<file path="src/rtl/lm_match_pkg.sv">
package lm_match_pkg;
    typedef enum logic [2:0] {
        ST_IDLE,
        ST_REQ,
        ST_ITER,
        ST_WAIT_CM,
        ST_UPDATE
    } match_state_e;
endpackage

</file>
<file path="src/rtl/lm_rr_pick.sv">
// First set request found at or after the pointer, wrapping around.
module lm_rr_pick #(
    parameter int W  = 4,
    parameter int IW = (W > 1) ? $clog2(W) : 1
) (
    input  logic [W-1:0]  req,
    input  logic [IW-1:0] ptr,
    output logic          found,
    output logic [IW-1:0] idx
);
    always_comb begin
        int p;
        found = 1'b0;
        idx   = '0;
        for (int k = 0; k < W; k++) begin
            p = int'(ptr) + k;
            if (p >= W) p = p - W;
            if (!found && req[p]) begin
                found = 1'b1;
                idx   = IW'(p);
            end
        end
    end
endmodule

</file>
<file path="src/rtl/lm_iter_round.sv">
// One grant/accept round between free links and requesting queues.
module lm_iter_round #(
    parameter int NV = 4,
    parameter int M  = 3,
    parameter int VW = (NV > 1) ? $clog2(NV) : 1,
    parameter int LW = (M > 1) ? $clog2(M) : 1
) (
    input  logic [NV-1:0]          voq_req,
    input  logic [M-1:0]           link_free,
    input  logic [M-1:0][VW-1:0]   link_ptr,
    input  logic [NV-1:0][LW-1:0]  voq_ptr,
    output logic [M-1:0]           new_hit,
    output logic [M-1:0][VW-1:0]   new_voq
);
    logic [M-1:0]          g_found;
    logic [M-1:0][VW-1:0]  g_idx;
    logic [NV-1:0]         a_found;
    logic [NV-1:0][LW-1:0] a_idx;

    for (genvar r = 0; r < M; r++) begin : g_link
        logic [NV-1:0] masked;
        assign masked = link_free[r] ? voq_req : '0;
        lm_rr_pick #(.W(NV), .IW(VW)) u_grant (
            .req   (masked),
            .ptr   (link_ptr[r]),
            .found (g_found[r]),
            .idx   (g_idx[r])
        );
    end

    for (genvar v = 0; v < NV; v++) begin : g_voq
        logic [M-1:0] got;
        always_comb begin
            for (int r = 0; r < M; r++)
                got[r] = g_found[r] && (int'(g_idx[r]) == v);
        end
        lm_rr_pick #(.W(M), .IW(LW)) u_accept (
            .req   (got),
            .ptr   (voq_ptr[v]),
            .found (a_found[v]),
            .idx   (a_idx[v])
        );
    end

    always_comb begin
        for (int r = 0; r < M; r++) begin
            new_voq[r] = g_idx[r];
            new_hit[r] = g_found[r] && a_found[g_idx[r]]
                         && (int'(a_idx[g_idx[r]]) == r);
        end
    end
endmodule

</file>
<file path="src/rtl/lm_voq_link_matcher.sv">
module lm_voq_link_matcher
    import lm_match_pkg::*;
#(
    parameter int N_PORT = 2,
    parameter int N_OM   = 2,
    parameter int N_LINK = 3,
    parameter int N_ITER = 2,
    parameter int NV     = N_PORT * N_OM,
    parameter int VW     = (NV > 1) ? $clog2(NV) : 1,
    parameter int OW     = (N_OM > 1) ? $clog2(N_OM) : 1
) (
    input  logic                 clk,
    input  logic                 rst_n,
    input  logic                 slot_start,
    input  logic [NV-1:0]        voq_nonempty,
    input  logic                 cm_reply_valid,
    input  logic [N_LINK-1:0]    cm_grant,
    output logic                 cand_ready,
    output logic [N_LINK-1:0]    link_valid,
    output logic [N_LINK*VW-1:0] link_voq,
    output logic [N_LINK*OW-1:0] link_om
);
    localparam int LW  = (N_LINK > 1) ? $clog2(N_LINK) : 1;
    localparam int ITW = $clog2(N_ITER + 1);

    match_state_e state_q, state_d;

    logic [NV-1:0]               snap_q;
    logic [N_LINK-1:0]           match_v_q;
    logic [N_LINK-1:0][VW-1:0]   match_idx_q;
    logic [N_LINK-1:0]           first_q;
    logic [N_LINK-1:0]           cmg_q;
    logic [ITW-1:0]              it_cnt_q;
    logic [N_LINK-1:0][VW-1:0]   pl_q;
    logic [NV-1:0][LW-1:0]       pv_q;

    logic [NV-1:0]               voq_taken;
    logic [N_LINK-1:0]           new_hit;
    logic [N_LINK-1:0][VW-1:0]   new_voq;

    always_comb begin
        voq_taken = '0;
        for (int r = 0; r < N_LINK; r++)
            if (match_v_q[r]) voq_taken[match_idx_q[r]] = 1'b1;
    end

    lm_iter_round #(.NV(NV), .M(N_LINK), .VW(VW), .LW(LW)) u_round (
        .voq_req   (snap_q & ~voq_taken),
        .link_free (~match_v_q),
        .link_ptr  (pl_q),
        .voq_ptr   (pv_q),
        .new_hit   (new_hit),
        .new_voq   (new_voq)
    );

    // state register
    always_ff @(posedge clk) begin
        if (!rst_n) state_q <= ST_IDLE;
        else        state_q <= state_d;
    end

    // next state
    always_comb begin
        state_d = state_q;
        unique case (state_q)
            ST_IDLE:    if (slot_start) state_d = ST_REQ;
            ST_REQ:     state_d = ST_ITER;
            ST_ITER:    if (it_cnt_q == ITW'(N_ITER - 1)) state_d = ST_WAIT_CM;
            ST_WAIT_CM: if (cm_reply_valid) state_d = ST_UPDATE;
            ST_UPDATE:  state_d = ST_IDLE;
            default:    state_d = ST_IDLE;
        endcase
    end

    // datapath and pointers
    always_ff @(posedge clk) begin
        if (!rst_n) begin
            snap_q      <= '0;
            match_v_q   <= '0;
            match_idx_q <= '0;
            first_q     <= '0;
            cmg_q       <= '0;
            it_cnt_q    <= '0;
            pl_q        <= '0;
            pv_q        <= '0;
        end else begin
            unique case (state_q)
                ST_IDLE: if (slot_start) snap_q <= voq_nonempty;
                ST_REQ: begin
                    match_v_q <= '0;
                    first_q   <= '0;
                    it_cnt_q  <= '0;
                end
                ST_ITER: begin
                    for (int r = 0; r < N_LINK; r++) begin
                        if (new_hit[r]) begin
                            match_v_q[r]   <= 1'b1;
                            match_idx_q[r] <= new_voq[r];
                            first_q[r]     <= (it_cnt_q == '0);
                        end
                    end
                    it_cnt_q <= it_cnt_q + 1'b1;
                end
                ST_WAIT_CM: if (cm_reply_valid) cmg_q <= cm_grant;
                ST_UPDATE: begin
                    for (int r = 0; r < N_LINK; r++) begin
                        if (match_v_q[r] && first_q[r] && cmg_q[r]) begin
                            pl_q[r] <= (int'(match_idx_q[r]) == NV - 1)
                                       ? '0 : match_idx_q[r] + 1'b1;
                            pv_q[match_idx_q[r]] <= (r == N_LINK - 1)
                                       ? '0 : LW'(r + 1);
                        end
                    end
                end
                default: ;
            endcase
        end
    end

    // outputs
    always_comb begin
        cand_ready = (state_q == ST_WAIT_CM);
        link_valid = cand_ready ? match_v_q : '0;
        for (int r = 0; r < N_LINK; r++) begin
            link_voq[r*VW +: VW] = match_idx_q[r];
            link_om[r*OW +: OW]  = OW'(int'(match_idx_q[r]) % N_OM);
        end
    end

    // checks
    for (genvar v = 0; v < NV; v++) begin : g_chk_voq
        logic [N_LINK-1:0] owners;
        always_comb begin
            for (int r = 0; r < N_LINK; r++)
                owners[r] = link_valid[r] && (int'(link_voq[r*VW +: VW]) == v);
        end
        a_r3_voq_single_link: assert property (@(posedge clk) disable iff (!rst_n)
            $onehot0(owners));
    end

    for (genvar r = 0; r < N_LINK; r++) begin : g_chk_link
        a_r3_only_nonempty: assert property (@(posedge clk) disable iff (!rst_n)
            link_valid[r] |-> snap_q[match_idx_q[r]]);
    end

    a_r6_ptr_hold: assert property (@(posedge clk) disable iff (!rst_n)
        (state_q != ST_UPDATE) |=> ($stable(pl_q) && $stable(pv_q)));

    a_r7_iter_to_wait: assert property (@(posedge clk) disable iff (!rst_n)
        (state_q == ST_ITER && it_cnt_q == ITW'(N_ITER - 1)) |=> cand_ready);

    a_r8_update_to_idle: assert property (@(posedge clk) disable iff (!rst_n)
        (state_q == ST_UPDATE) |=> (state_q == ST_IDLE && link_valid == '0));
endmodule

</file>
<file path="config.mk">
export PLATFORM = sky130hd
export DESIGN_NAME = lm_voq_link_matcher
export DESIGN_NICKNAME = d
export VERILOG_FILES = /design/src/rtl/lm_match_pkg.sv /design/src/rtl/lm_rr_pick.sv /design/src/rtl/lm_iter_round.sv /design/src/rtl/lm_voq_link_matcher.sv
export SDC_FILE = /design/constraint.sdc
export NUM_CORES = 1
export LEC_CHECK = 0
export BUFFER_PORTS_ARGS = -buffer_cell sky130_fd_sc_hd__buf_2
export CELL_PAD_IN_SITES_DETAIL_PLACEMENT = 1
export CELL_PAD_IN_SITES_GLOBAL_PLACEMENT = 2
export CORE_ASPECT_RATIO = 1.2
export CORE_MARGIN = 3
export CORE_UTILIZATION = 39
export CTS_CLUSTER_SIZE = 24
export DETAILED_ROUTE_END_ITERATION = 6
export MAX_ROUTING_LAYER = met4
export PLACE_DENSITY_LB_ADDON = 0.1
export SLEW_MARGIN = 20
export SYNTH_ARGS = -nofsm -noshare
export SYNTH_HDL_FRONTEND = slang
export SYNTH_SLANG_ARGS = --single-unit
export TNS_END_PERCENT = 50
</file>
<file path="constraint.sdc">
create_clock -name clk -period 4.8 [get_ports clk]
set_clock_uncertainty 0.2 [all_clocks]
set_input_delay 0.24 -clock clk [delete_from_list [all_inputs] [get_ports clk]]
set_output_delay 0.24 -clock clk [all_outputs]
set_load 0.1 [all_outputs]
</file>
Word level (Yosys, flattened, before mapping)

Cells that the tools add are included.

Add/sub/neg operators: 45
Equal/unequal tests: 25
Reductions and logical operators: 80
Shifts and indexed selects: 0
Multiplexer cells: 198
Bitwise logic cells: 13
$lt $le $gt $ge: 57
Div/mod/pow operators: 0
Multiply operators: 0

Operators by type and width:

| operator                                                                       | number |
|---|---|
| 32-bit by 4-bit less-than comparator with 1-bit output (second input constant) | 24 |
| 32-bit two-way mux                                                             | 24 |
| 1-bit two-way mux                                                              | 84 |
| 2-bit two-way mux                                                              | 33 |
| 8-bit two-way mux                                                              | 7 |
| 1-bit binary-select mux with 2-bit select                                      | 27 |
| 1-bit logical AND                                                              | 44 |
| 3-bit by 3-bit subtractor with 4-bit output (second input constant)            | 9 |
| 3-bit by 2-bit subtractor with 4-bit output (second input constant)            | 8 |
| 2-bit by 2-bit adder with 3-bit output (second input constant)                 | 10 |
| 3-bit >= comparator (second input constant)                                    | 9 |
| 3-bit by 2-bit >= comparator with 1-bit output (second input constant)         | 8 |
| 4-bit two-way mux                                                              | 6 |
| 2-bit AND reduction                                                            | 11 |
| 2-bit by 1-bit adder with 3-bit output (second input constant)                 | 7 |
| 2-bit by 3-bit less-than comparator with 1-bit output (second input constant)  | 6 |
| 1-bit zero test                                                                | 17 |
| 2-bit == test (second input constant)                                          | 8 |
| 4-bit OR                                                                       | 4 |
| 2-bit by 1-bit == test with 1-bit output (second input constant)               | 7 |
| 4-bit bitwise AND                                                              | 3 |
| 2-bit binary-select mux with 2-bit select                                      | 3 |
| 2-bit demux with 2-bit select                                                  | 3 |
| 3-bit two-way mux                                                              | 4 |
| other kinds (22)                                                               | 52 |

ROM bits: 0
Memories: 0
Flip-flop bits (word level): 38
Bits in writable memories: 0
Word-level logic and storage cells: 438
Output and inout port bits: 13
Latch bits: 0

Logic depth before layout (Yosys ltp)

Gate-level depths: netlist (run 1).

Depth in word-level cells: 43
Gate-level depth with buffers: 14
Depth with buffers taken out: 12

By module

A second synthesis (run 1) with hierarchy kept.

Cell total of the unflattened synthesis: 461
Area total of the unflattened synthesis: 3629.7 µm²

By module, submodules not included:

| module                                      | seq. area each (µm²) | cells each | area each (µm²) | times used |
|---|---|---|---|---|
| lm_voq_link_matcher                         | 760.7                | 239        | 2019.4          | 1 |
| lm_rr_pick at u_round.g_voq[0].u_accept ... | 0.0                  | 32         | 251.5           | 4 |
| lm_iter_round                               | 0.0                  | 49         | 371.6           | 1 |
| lm_rr_pick at u_round.g_link[0].u_grant ... | 0.0                  | 15         | 77.6            | 3 |

Worst setup path after synthesis (run 1)

Ideal clock, no wire load.

Kind: reg2reg
Start: reg match_idx_q, in the netlist link_voq[0]
End: reg match_idx_q, in the netlist link_voq[2]
Stages on the path, launching flop included: 14
Setup slack: 0.716 ns
Setup time: 0.059 ns
Arrival: 3.825 ns
Path through: dfxtp_1 inv_1 ha_1 a21boi_2 nand3_2 a221oi_2 nor3b_2 and2_1 clkbuf_1 a221o_1 a2111o_1 a41oi_4 mux2i_1 and2_1

Cells in the longest elaborated chain, start to end: 42
Elaborated cells on any way between the ends: 201
Classes of those cells: order compare (2); eq/ne (10); mux (132); bitwise (4); reduce/logical (53)

RTL lines:

| item                                                                                                                                          | line                                     | source |
|---|---|---|
| start: declaration                                                                                                                            | lm_voq_link_matcher.sv:30                | `logic [N_LINK-1:0][VW-1:0] match_idx_q;` |
| start signal: indexed assignment                                                                                                              | lm_voq_link_matcher.sv:98                | `match_idx_q[r] <= new_voq[r];` |
| 2-bit by 3-bit less-than comparator with 1-bit output (not written as such) or 2-bit by 1-bit >= comparator with 1-bit output (tied branches) | lm_voq_link_matcher.sv:44                | `if (match_v_q[r]) voq_taken[match_idx_q[r]] = 1'b1;` |
| 1-bit logical AND (not written as such)                                                                                                       | lm_voq_link_matcher.sv:44                |  |
| 1-bit two-way mux (not written as such)                                                                                                       | lm_voq_link_matcher.sv:44                |  |
| 1-bit demux with 2-bit select *                                                                                                               | lm_voq_link_matcher.sv:44                |  |
| 4-bit two-way mux *                                                                                                                           | lm_voq_link_matcher.sv:44                |  |
| 4-bit OR (no line)                                                                                                                            | n/a                                      |  |
| 4-bit two-way mux *                                                                                                                           | lm_voq_link_matcher.sv:44                |  |
| 4-bit OR (no line)                                                                                                                            | n/a                                      |  |
| [... 26 more ...]                                                                                                                             | n/a                                      |  |
| 1-bit zero test                                                                                                                               | lm_rr_pick.sv:18                         | `if (!found && req[p]) begin` |
| 1-bit logical AND                                                                                                                             | lm_rr_pick.sv:18                         |  |
| 2-bit two-way mux or 1-bit two-way mux (tied branches)                                                                                        | lm_rr_pick.sv:18                         |  |
| 2-bit binary-select mux with 2-bit select or 1-bit binary-select mux with 2-bit select (tied branches)                                        | lm_iter_round.sv:49, lm_iter_round.sv:48 |  |
| 2-bit two-way mux (not written as such) or 1-bit two-way mux (tied branches)                                                                  | lm_iter_round.sv:49, lm_iter_round.sv:48 |  |
| 2-bit == test or 1-bit logical AND (tied branches)                                                                                            | lm_iter_round.sv:49, lm_iter_round.sv:48 |  |
| 1-bit logical AND                                                                                                                             | lm_iter_round.sv:49                      | `&& (int'(a_idx[g_idx[r]]) == r);` |
| 2-bit AND reduction (no line)                                                                                                                 | n/a                                      |  |

Every way passes the cells marked *; elsewhere a longest branch is shown, timed or not. The select of a mux whose other input is x is not followed.
A chain may end at the register's enable or synchronous reset.

Final worst setup path (run 1)

Start: reg match_idx_q, in the netlist link_voq[5]
End: reg match_idx_q, in the netlist link_voq[3]

Cells in the longest elaborated chain, start to end: 39
Elaborated cells on any way between the ends: 198
Classes of those cells: order compare (2); eq/ne (10); mux (130); bitwise (3); reduce/logical (53)

RTL lines:

| item                                                                                                                                          | line                                     | source |
|---|---|---|
| 2-bit by 3-bit less-than comparator with 1-bit output (not written as such) or 2-bit by 1-bit >= comparator with 1-bit output (tied branches) | lm_voq_link_matcher.sv:44                |  |
| 1-bit logical AND (not written as such)                                                                                                       | lm_voq_link_matcher.sv:44                |  |
| 1-bit two-way mux (not written as such)                                                                                                       | lm_voq_link_matcher.sv:44                |  |
| 1-bit demux with 2-bit select *                                                                                                               | lm_voq_link_matcher.sv:44                |  |
| 4-bit OR (no line) *                                                                                                                          | n/a                                      |  |
| 4-bit two-way mux *                                                                                                                           | lm_voq_link_matcher.sv:44                |  |
| 4-bit inverter *                                                                                                                              | lm_voq_link_matcher.sv:48                | `.voq_req (snap_q & ~voq_taken),` |
| 4-bit bitwise AND *                                                                                                                           | lm_voq_link_matcher.sv:48                |  |
| [... 23 more ...]                                                                                                                             | n/a                                      |  |
| 1-bit zero test                                                                                                                               | lm_rr_pick.sv:18                         |  |
| 1-bit logical AND                                                                                                                             | lm_rr_pick.sv:18                         |  |
| 2-bit two-way mux or 1-bit two-way mux (tied branches)                                                                                        | lm_rr_pick.sv:18                         |  |
| 2-bit binary-select mux with 2-bit select or 1-bit binary-select mux with 2-bit select (tied branches)                                        | lm_iter_round.sv:49, lm_iter_round.sv:48 |  |
| 2-bit two-way mux (not written as such) or 1-bit two-way mux (tied branches)                                                                  | lm_iter_round.sv:49, lm_iter_round.sv:48 |  |
| 2-bit == test or 1-bit logical AND (tied branches)                                                                                            | lm_iter_round.sv:49, lm_iter_round.sv:48 |  |
| 1-bit logical AND                                                                                                                             | lm_iter_round.sv:49                      |  |
| 2-bit AND reduction (no line)                                                                                                                 | n/a                                      |  |

Marked as above.

==> results.py, run 1 <==
metrics = {
    "logic_synthesis": {
        "synth_cells": 435,
        "synth-seq-area-share": 0.225,
        "synth.distinct_cells": 74,
        "synth_fa_ha_area_frac": 0.0901,
        "ys_warn_count": 0,
        "synth-compound-area-share": 0.279,
        "ys_seq_elements": 38,
        "synthMuxAreaShare": 0.0443,
        "synth_edf_count": 0,
        "synth_nets": 468,
        "synth_area_mm2": 0.00339,
        "async_reset_ff_frac": 0,
        "ys.flop_type": "dfxtp_1",
        "synth_area_per_cell_um2": 7.79,
        "synth_top_family_by_area": "simple AND/OR/NAND/NOR gates",
        "synth_simple_gate_area_share": 0.301,
        "synth_xor_area_frac": 0,
    },
    "place": {
        "dp_slack_ps": 858,
        "dp.cells": 555,
        "globalplace.congestion": 0.950,
        "detailed_place_hpwl_um": 9240,
        "numPortBuffers": 23,
    },
    "pwr": {
        "p_per_area_mw_per_mm2": 224,
        "leakagePower_nw": 1.38,
        "ir_drop_mv": 0.260,
    },
    "hold_path": {
        "holdPathEnd": "cmg_q[1]",
        "hp-class": "input port to flip-flop",
        "min_path_cells": 3,
        "min_from": "cm_grant[1]",
    },
    "final_layout": {
        "instances_no_fill": 565,
        "antenna_cells": 0,
        "final_common_cell": "nand2_1",
        "drive_gt1_frac": 0.146,
        "synthToLayoutAreaGrowth_pct": 9.53,
        "fin_util": 0.448,
        "final_nets": 484,
        "layout_common_cells": "nand2_1, dfxtp_1, nand3_1",
    },
    "clock_network": {
        "clockRootBuffer": "clkbuf_8",
        "cts_inserted_buffers": 5,
        "cts_tree": "built",
        "cts_max_level": 2,
        "cts_setup_buffers": 0,
        "clk_latency_ps": 300,
        "path_clk_slew_ps": 70,
        "cts_buffer_depth": 2,
        "cts_sinks": 38,
    },
    "run_status": {
        "violations": "negative hold slack",
        "status": "finished, violations left",
    },
    "worst_setup_path": {
        "reg2reg_to": "link_voq[3]",
        "path_max_fanout": 9,
        "cp_data_arrival_time_ps": 3950,
        "r2r_setup_slack_ps": 830,
        "worstSetupPathType": "flip-flop to flip-flop",
        "critical_path.cell_chain": "inv_1, ha_1, a21boi_1, and3_1, a21oi_4, a211oi_4, nand2_2, a221o_1, a2111o_1, a41oi_4, nor2_1, a31o_1",
        "r2r-start": "link_voq[5]",
        "cp-start-kind": "flip-flop",
        "cpMaxStageDelayCell": "a211oi_4",
        "reg2reg_depth": 12,
        "cp-end-kind": "flip-flop",
        "slowest_delay_ps": 480,
        "critPathRequiredTime_ps": 4790,
    },
    "die": {
        "core_mm2": 0.00829,
        "start_util": 0.409,
        "ios": 24,
        "die_w_um": 91.1,
        "fp.dieH_um": 108,
        "rows": 36,
        "die_area_mm2": 0.00985,
    },
    "sta": {
        "setup_viol": 0,
        "fmax_mhz": 252,
        "maxSlewHeadroom": 0.550,
        "setup_ws_ps": 833,
        "grt_setup_unrepaired": "false",
        "drv_slew": 0,
        "period_share": 0.826,
        "tightest_slew_ps": 675,
        "fin_hold_ws_ps": -5.65,
        "hold_violations": 1,
        "layout_min_cycle_time_ps": 3970,
        "tns_ps": 0,
    },
    "drt": {
        "drcViolationCount": 0,
        "drtAntennaViolNets": 0,
        "firstDrtPassIters": 4,
        "avgViaCountPerCell": 5.92,
        "vias": 3343,
        "wl_um": 11500,
        "wl_per_cell_um": 20.3,
        "first_iter_violations": 227,
    },
    "global_routing": {
        "grt_first_pass_wirelength_um": 18200,
        "grt_start_max_net_pins": 42,
        "grtUsageTotal": 0.243,
        "grt_pass1_vias": 3419,
        "gr-total-overflow": 0,
        "antenna_found_initial": 0,
    },
    "run": {
        "maxCapViolations": 0,
    },
}
==> through the flow <==
step / area (um2) / power [mW]
2_1_floorplan: 3390 / 0.494
3_3_place_gp: 3570 / 0.550
3_5_place_dp: 3570 / 0.551
4_1_cts: 3710 / 0.837
5_1_grt: 3710 / 0.867
6_report: 3710 / 0.830
==> where the power goes <==
part	internal [mW]	switching [mW]	total, mW
Sequential	0.322	0.0118	0.334
Clock	0.166	0.116	0.282
Combinational	0.0769	0.137	0.214
==> worst max-delay path by stage <==
stage                       startpoint          end  slack, ps  depth (start not counted)
after floorplan            link_voq[0]  link_voq[2]        720                         13
after global placement    match_v_q[2]  link_voq[3]        850                         10
after detailed placement   link_voq[5]  link_voq[2]        860                         12
after CTS                  link_voq[5]  link_voq[2]        850                         12
after global routing      match_v_q[2]   first_q[0]        600                         10
final                      link_voq[5]  link_voq[3]        830                         12
==> kinds of logic (layout without fill, tap and decap cells) <==
family,Yosys count,count (layout)
flip-flops,38,38
buffers and inverters,48,64
adder cells (fa/ha/maj),25,25
multiplexers,15,15
AO/OA/AOI/OAI,119,119
AND/OR/NAND/NOR,190,190
==> metal layers <==
layer  global-route usage  share of wire
met1                0.281           0.43
met2                0.432           0.50
met3               0.0216          0.038
met4                0.102          0.036
met5                    -              0
==> layout make-up <==
class                      instances  area [um2]
multi-input combinational        349        2420
sequential                        38         761
timing repair buffer              30         175
clock buffer                       6        82.6
fill                            1070        4580
tap                              114         143
clock inverter                     1        30.0
inverter                          27         101
==> Yosys cell counts (3+ instances only) <==
| cell | number | area (um2) |
|---|---|---|
| a2111oi_0 | 3 | 26.3 |
| a211oi_1 | 7 | 52.6 |
| a21bo_2 | 3 | 30.0 |
| a21boi_0 | 11 | 82.6 |
| a21boi_1 | 3 | 22.5 |
| a21boi_2 | 3 | 33.8 |
| a21oi_1 | 18 | 90.1 |
| a221o_1 | 3 | 30.0 |
| a22o_1 | 3 | 26.3 |
| a22oi_1 | 3 | 22.5 |
| a31oi_1 | 10 | 62.6 |
| and2_1 | 8 | 50.1 |
| and3_1 | 7 | 43.8 |
| buf_4 | 5 | 37.5 |
| clkbuf_1 | 13 | 48.8 |
| dfxtp_1 | 38 | 761 |
| ha_1 | 22 | 275 |
| inv_1 | 27 | 101 |
| maj3_1 | 3 | 30.0 |
| mux2i_1 | 15 | 150 |
| nand2_1 | 51 | 191 |
| nand2_2 | 3 | 18.8 |
| nand2b_1 | 6 | 37.5 |
| nand3_1 | 33 | 165 |
| nand3b_1 | 3 | 22.5 |
| nor2_1 | 26 | 97.6 |
| nor2b_1 | 13 | 81.3 |
| nor3_1 | 13 | 65.1 |
| nor3b_1 | 3 | 22.5 |
| o211ai_1 | 6 | 45.0 |
| o21ai_0 | 13 | 65.1 |
| o31ai_1 | 3 | 22.5 |
| or2_2 | 4 | 25.0 |
==> state kept, by name (all words and copies together), names as in the netlist <==
name and count:
pv_q 8, link_voq 6, pl_q 6, snap_q 4, cmg_q 3, first_q 3, match_v_q 3, state_q 3
it_cnt_q 2
==> what timing repair did <==
action	in CTS	in global routing
endpoints found under the setup margin	0	0
hold endpoints to repair	3	0
resized for setup	0	0
hold buffers	3	0
==> critical path, delay by kind of cell (launching register included) <==
family	cells	cell delay, ps
and+or+nand+nor	3	670
buffers and inverters	1	100
adders and majority gates	1	270
AOI/OAI and AO/OA	7	2190
DFF	1	400
No activity file was read; power rests on OpenSTA's default activity.
==> run 2: changes to the inputs <==
--- a/config.mk
+++ b/config.mk
@@ -10,7 +10,7 @@
 export CELL_PAD_IN_SITES_GLOBAL_PLACEMENT = 2
 export CORE_ASPECT_RATIO = 1.2
 export CORE_MARGIN = 3
-export CORE_UTILIZATION = 39
+export CORE_UTILIZATION = 36
 export CTS_CLUSTER_SIZE = 24
 export DETAILED_ROUTE_END_ITERATION = 6
 export MAX_ROUTING_LAYER = met4
==> constraint.sdc (replaced) <==
create_clock -name clk -period 3.9 [get_ports clk]
set_clock_uncertainty 0.2 [all_clocks]
set_input_delay 0.195 -clock clk [delete_from_list [all_inputs] [get_ports clk]]
set_output_delay 0.195 -clock clk [all_outputs]
set_load 0.1 [all_outputs]
==> results.py, run 2 (synthesis results as in run 1) <==
metrics = {
    "final_layout": {
        "stdcell_area_mm2": 0.00397,
        "layout_common_cells": "nand2_1, nand3_1, dfxtp_1",
        "instances_no_fill": 599,
        "synthToLayoutAreaGrowth_pct": 17.1,
        "antenna_cells": 0,
        "drive_gt1_frac": 0.205,
        "final_common_cell": "nand2_1",
        "largest_register_ffs": 8,
        "largest_register": "pv_q",
        "final_nets": 511,
    },
    "worst_setup_path": {
        "cp-start-kind": "flip-flop",
        "path_depth": 12,
        "r2r-start": "link_voq[2]",
        "reg2reg_to": "first_q[0]",
        "worstSetupPathType": "flip-flop to flip-flop",
        "cp-endpoint": "first_q[0]",
        "path_max_fanout": 6,
        "critPathRequiredTime_ps": 3880,
        "critical_path.cell_chain": "inv_1, ha_1, a21boi_2, a31oi_1, a31oi_1, a211o_2, nand3_2, o2111a_1, or4b_4, nor4b_4, nand3b_2, mux2i_1",
        "slowest_delay_ps": 530,
        "r2r_setup_slack_ps": 220,
        "cpMostUsedCell": "a31oi_1",
        "cp-end-kind": "flip-flop",
        "cp_data_arrival_time_ps": 3660,
        "cpMaxStageDelayCell": "or4b_4",
        "reg2reg_depth": 12,
        "startpoint": "link_voq[2]",
        "critical-path-top-delay-family": "compound AO/OA/AOI/OAI gates",
        "critPathBufInv": 1,
    },
    "pwr": {
        "leakagePower_nw": 1.52,
        "ir_drop_mv": 0.254,
        "p_per_area_mw_per_mm2": 264,
    },
    "drt": {
        "drtAntennaViolNets": 0,
        "wl_per_cell_um": 19.9,
        "vias": 3458,
        "drcViolationCount": 0,
        "first_iter_violations": 133,
        "avgViaCountPerCell": 5.77,
        "firstDrtPassIters": 4,
        "wl_um": 11900,
    },
    "clock_network": {
        "cts_buffer_depth": 2,
        "cts_setup_buffers": 0,
        "clockRootBuffer": "clkbuf_8",
        "cts_inserted_buffers": 5,
        "cts_tree": "built",
        "clk_latency_ps": 300,
        "cts_max_level": 2,
        "path_clk_slew_ps": 80,
        "cts_sinks": 38,
    },
    "run": {
        "maxCapViolations": 0,
    },
    "global_routing": {
        "grt_first_pass_wirelength_um": 19100,
        "antenna_found_initial": 0,
        "grtUsageTotal": 0.243,
        "grt_start_max_net_pins": 42,
        "grt_pass1_vias": 3543,
        "gr-total-overflow": 0,
    },
    "sta": {
        "tightest_slew_ps": 706,
        "fmax_mhz": 272,
        "maxSlewHeadroom": 0.525,
        "drv_slew": 0,
        "hold_violations": 0,
        "tns_ps": 0,
        "setup_viol": 0,
        "period_share": 0.944,
        "setup_ws_ps": 220,
        "layout_min_cycle_time_ps": 3680,
        "fin_hold_ws_ps": 25.2,
    },
    "die": {
        "ios": 24,
        "die_area_mm2": 0.0106,
        "die_w_um": 94.6,
        "rows": 38,
        "start_util": 0.371,
        "core_mm2": 0.00913,
        "fp.dieH_um": 112,
    },
    "place": {
        "dp.cells": 583,
        "dp_slack_ps": 172,
        "place_area_mm2": 0.00375,
        "numPortBuffers": 23,
        "detailed_place_hpwl_um": 9790,
        "globalplace.congestion": 0.915,
    },
    "run_status": {
        "status": "completed",
    },
    "hold_path": {
        "hp-class": "input port to flip-flop",
    },
}
run 2: layer usage:
layer  part of all wire  track usage
met1               0.43        0.277
met2               0.50        0.418
met3              0.020       0.0261
met4              0.047        0.117
met5                  0            -
run 2: per-stage QoR:
stage | util | total power, mW
2_1_floorplan | - | 0.608
3_3_place_gp | 0.411 | 0.704
3_5_place_dp | 0.411 | 0.705
4_1_cts | 0.431 | 1.05
5_1_grt | 0.435 | 1.11
6_report | 0.435 | 1.05
run 2: worst reg2reg max path: stages, from the launching register on:
cell and delay [ps]:
dfxtp_2 390, inv_1 100, ha_1 220, a21boi_2 290
a31oi_1 130, a31oi_1 420, a211o_2 250, nand3_2 110
o2111a_1 270, or4b_4 530, nor4b_4 320, nand3b_2 190
mux2i_1 150
run 2: worst min-delay path by stage:
| stage | from | end | slack (ps) | cells after the start |
|---|---|---|---|---|
| finish | cm_reply_valid | state_q[2] | 30 | 3 |
| global route | cm_reply_valid | cmg_q[2] | 40 | 3 |
| CTS | cm_reply_valid | state_q[2] | 20 | 3 |
| detailed placement | cmg_q[2] | cmg_q[2] | 270 | 2 |
| global placement | voq_nonempty[3] | snap_q[3] | 250 | 3 |
| floorplan | cm_reply_valid | state_q[2] | 150 | 2 |
run 2: area by class of cell:
| class | count | area [um2] |
|---|---|---|
| sequential | 38 | 769 |
| clock buffer | 7 | 76.3 |
| timing repair buffer | 57 | 390 |
| inverter | 27 | 101 |
| multi-input combinational | 349 | 2450 |
| fill | 1169 | 5160 |
| clock inverter | 1 | 30.0 |
| tap | 120 | 150 |
run 2: where the power goes:
part           leakage (nW)  internal (mW)  switching (mW)
registers             0.311          0.396          0.0139
logic                  1.15          0.122           0.177
clock network        0.0524          0.192           0.148
run 2: what timing repair did:
item                                   in CTS  in global routing
hold buffers                                8                  0
endpoints found under the hold margin       8                  0
setup endpoints to repair                   0                 10
resized for setup                           0                  8
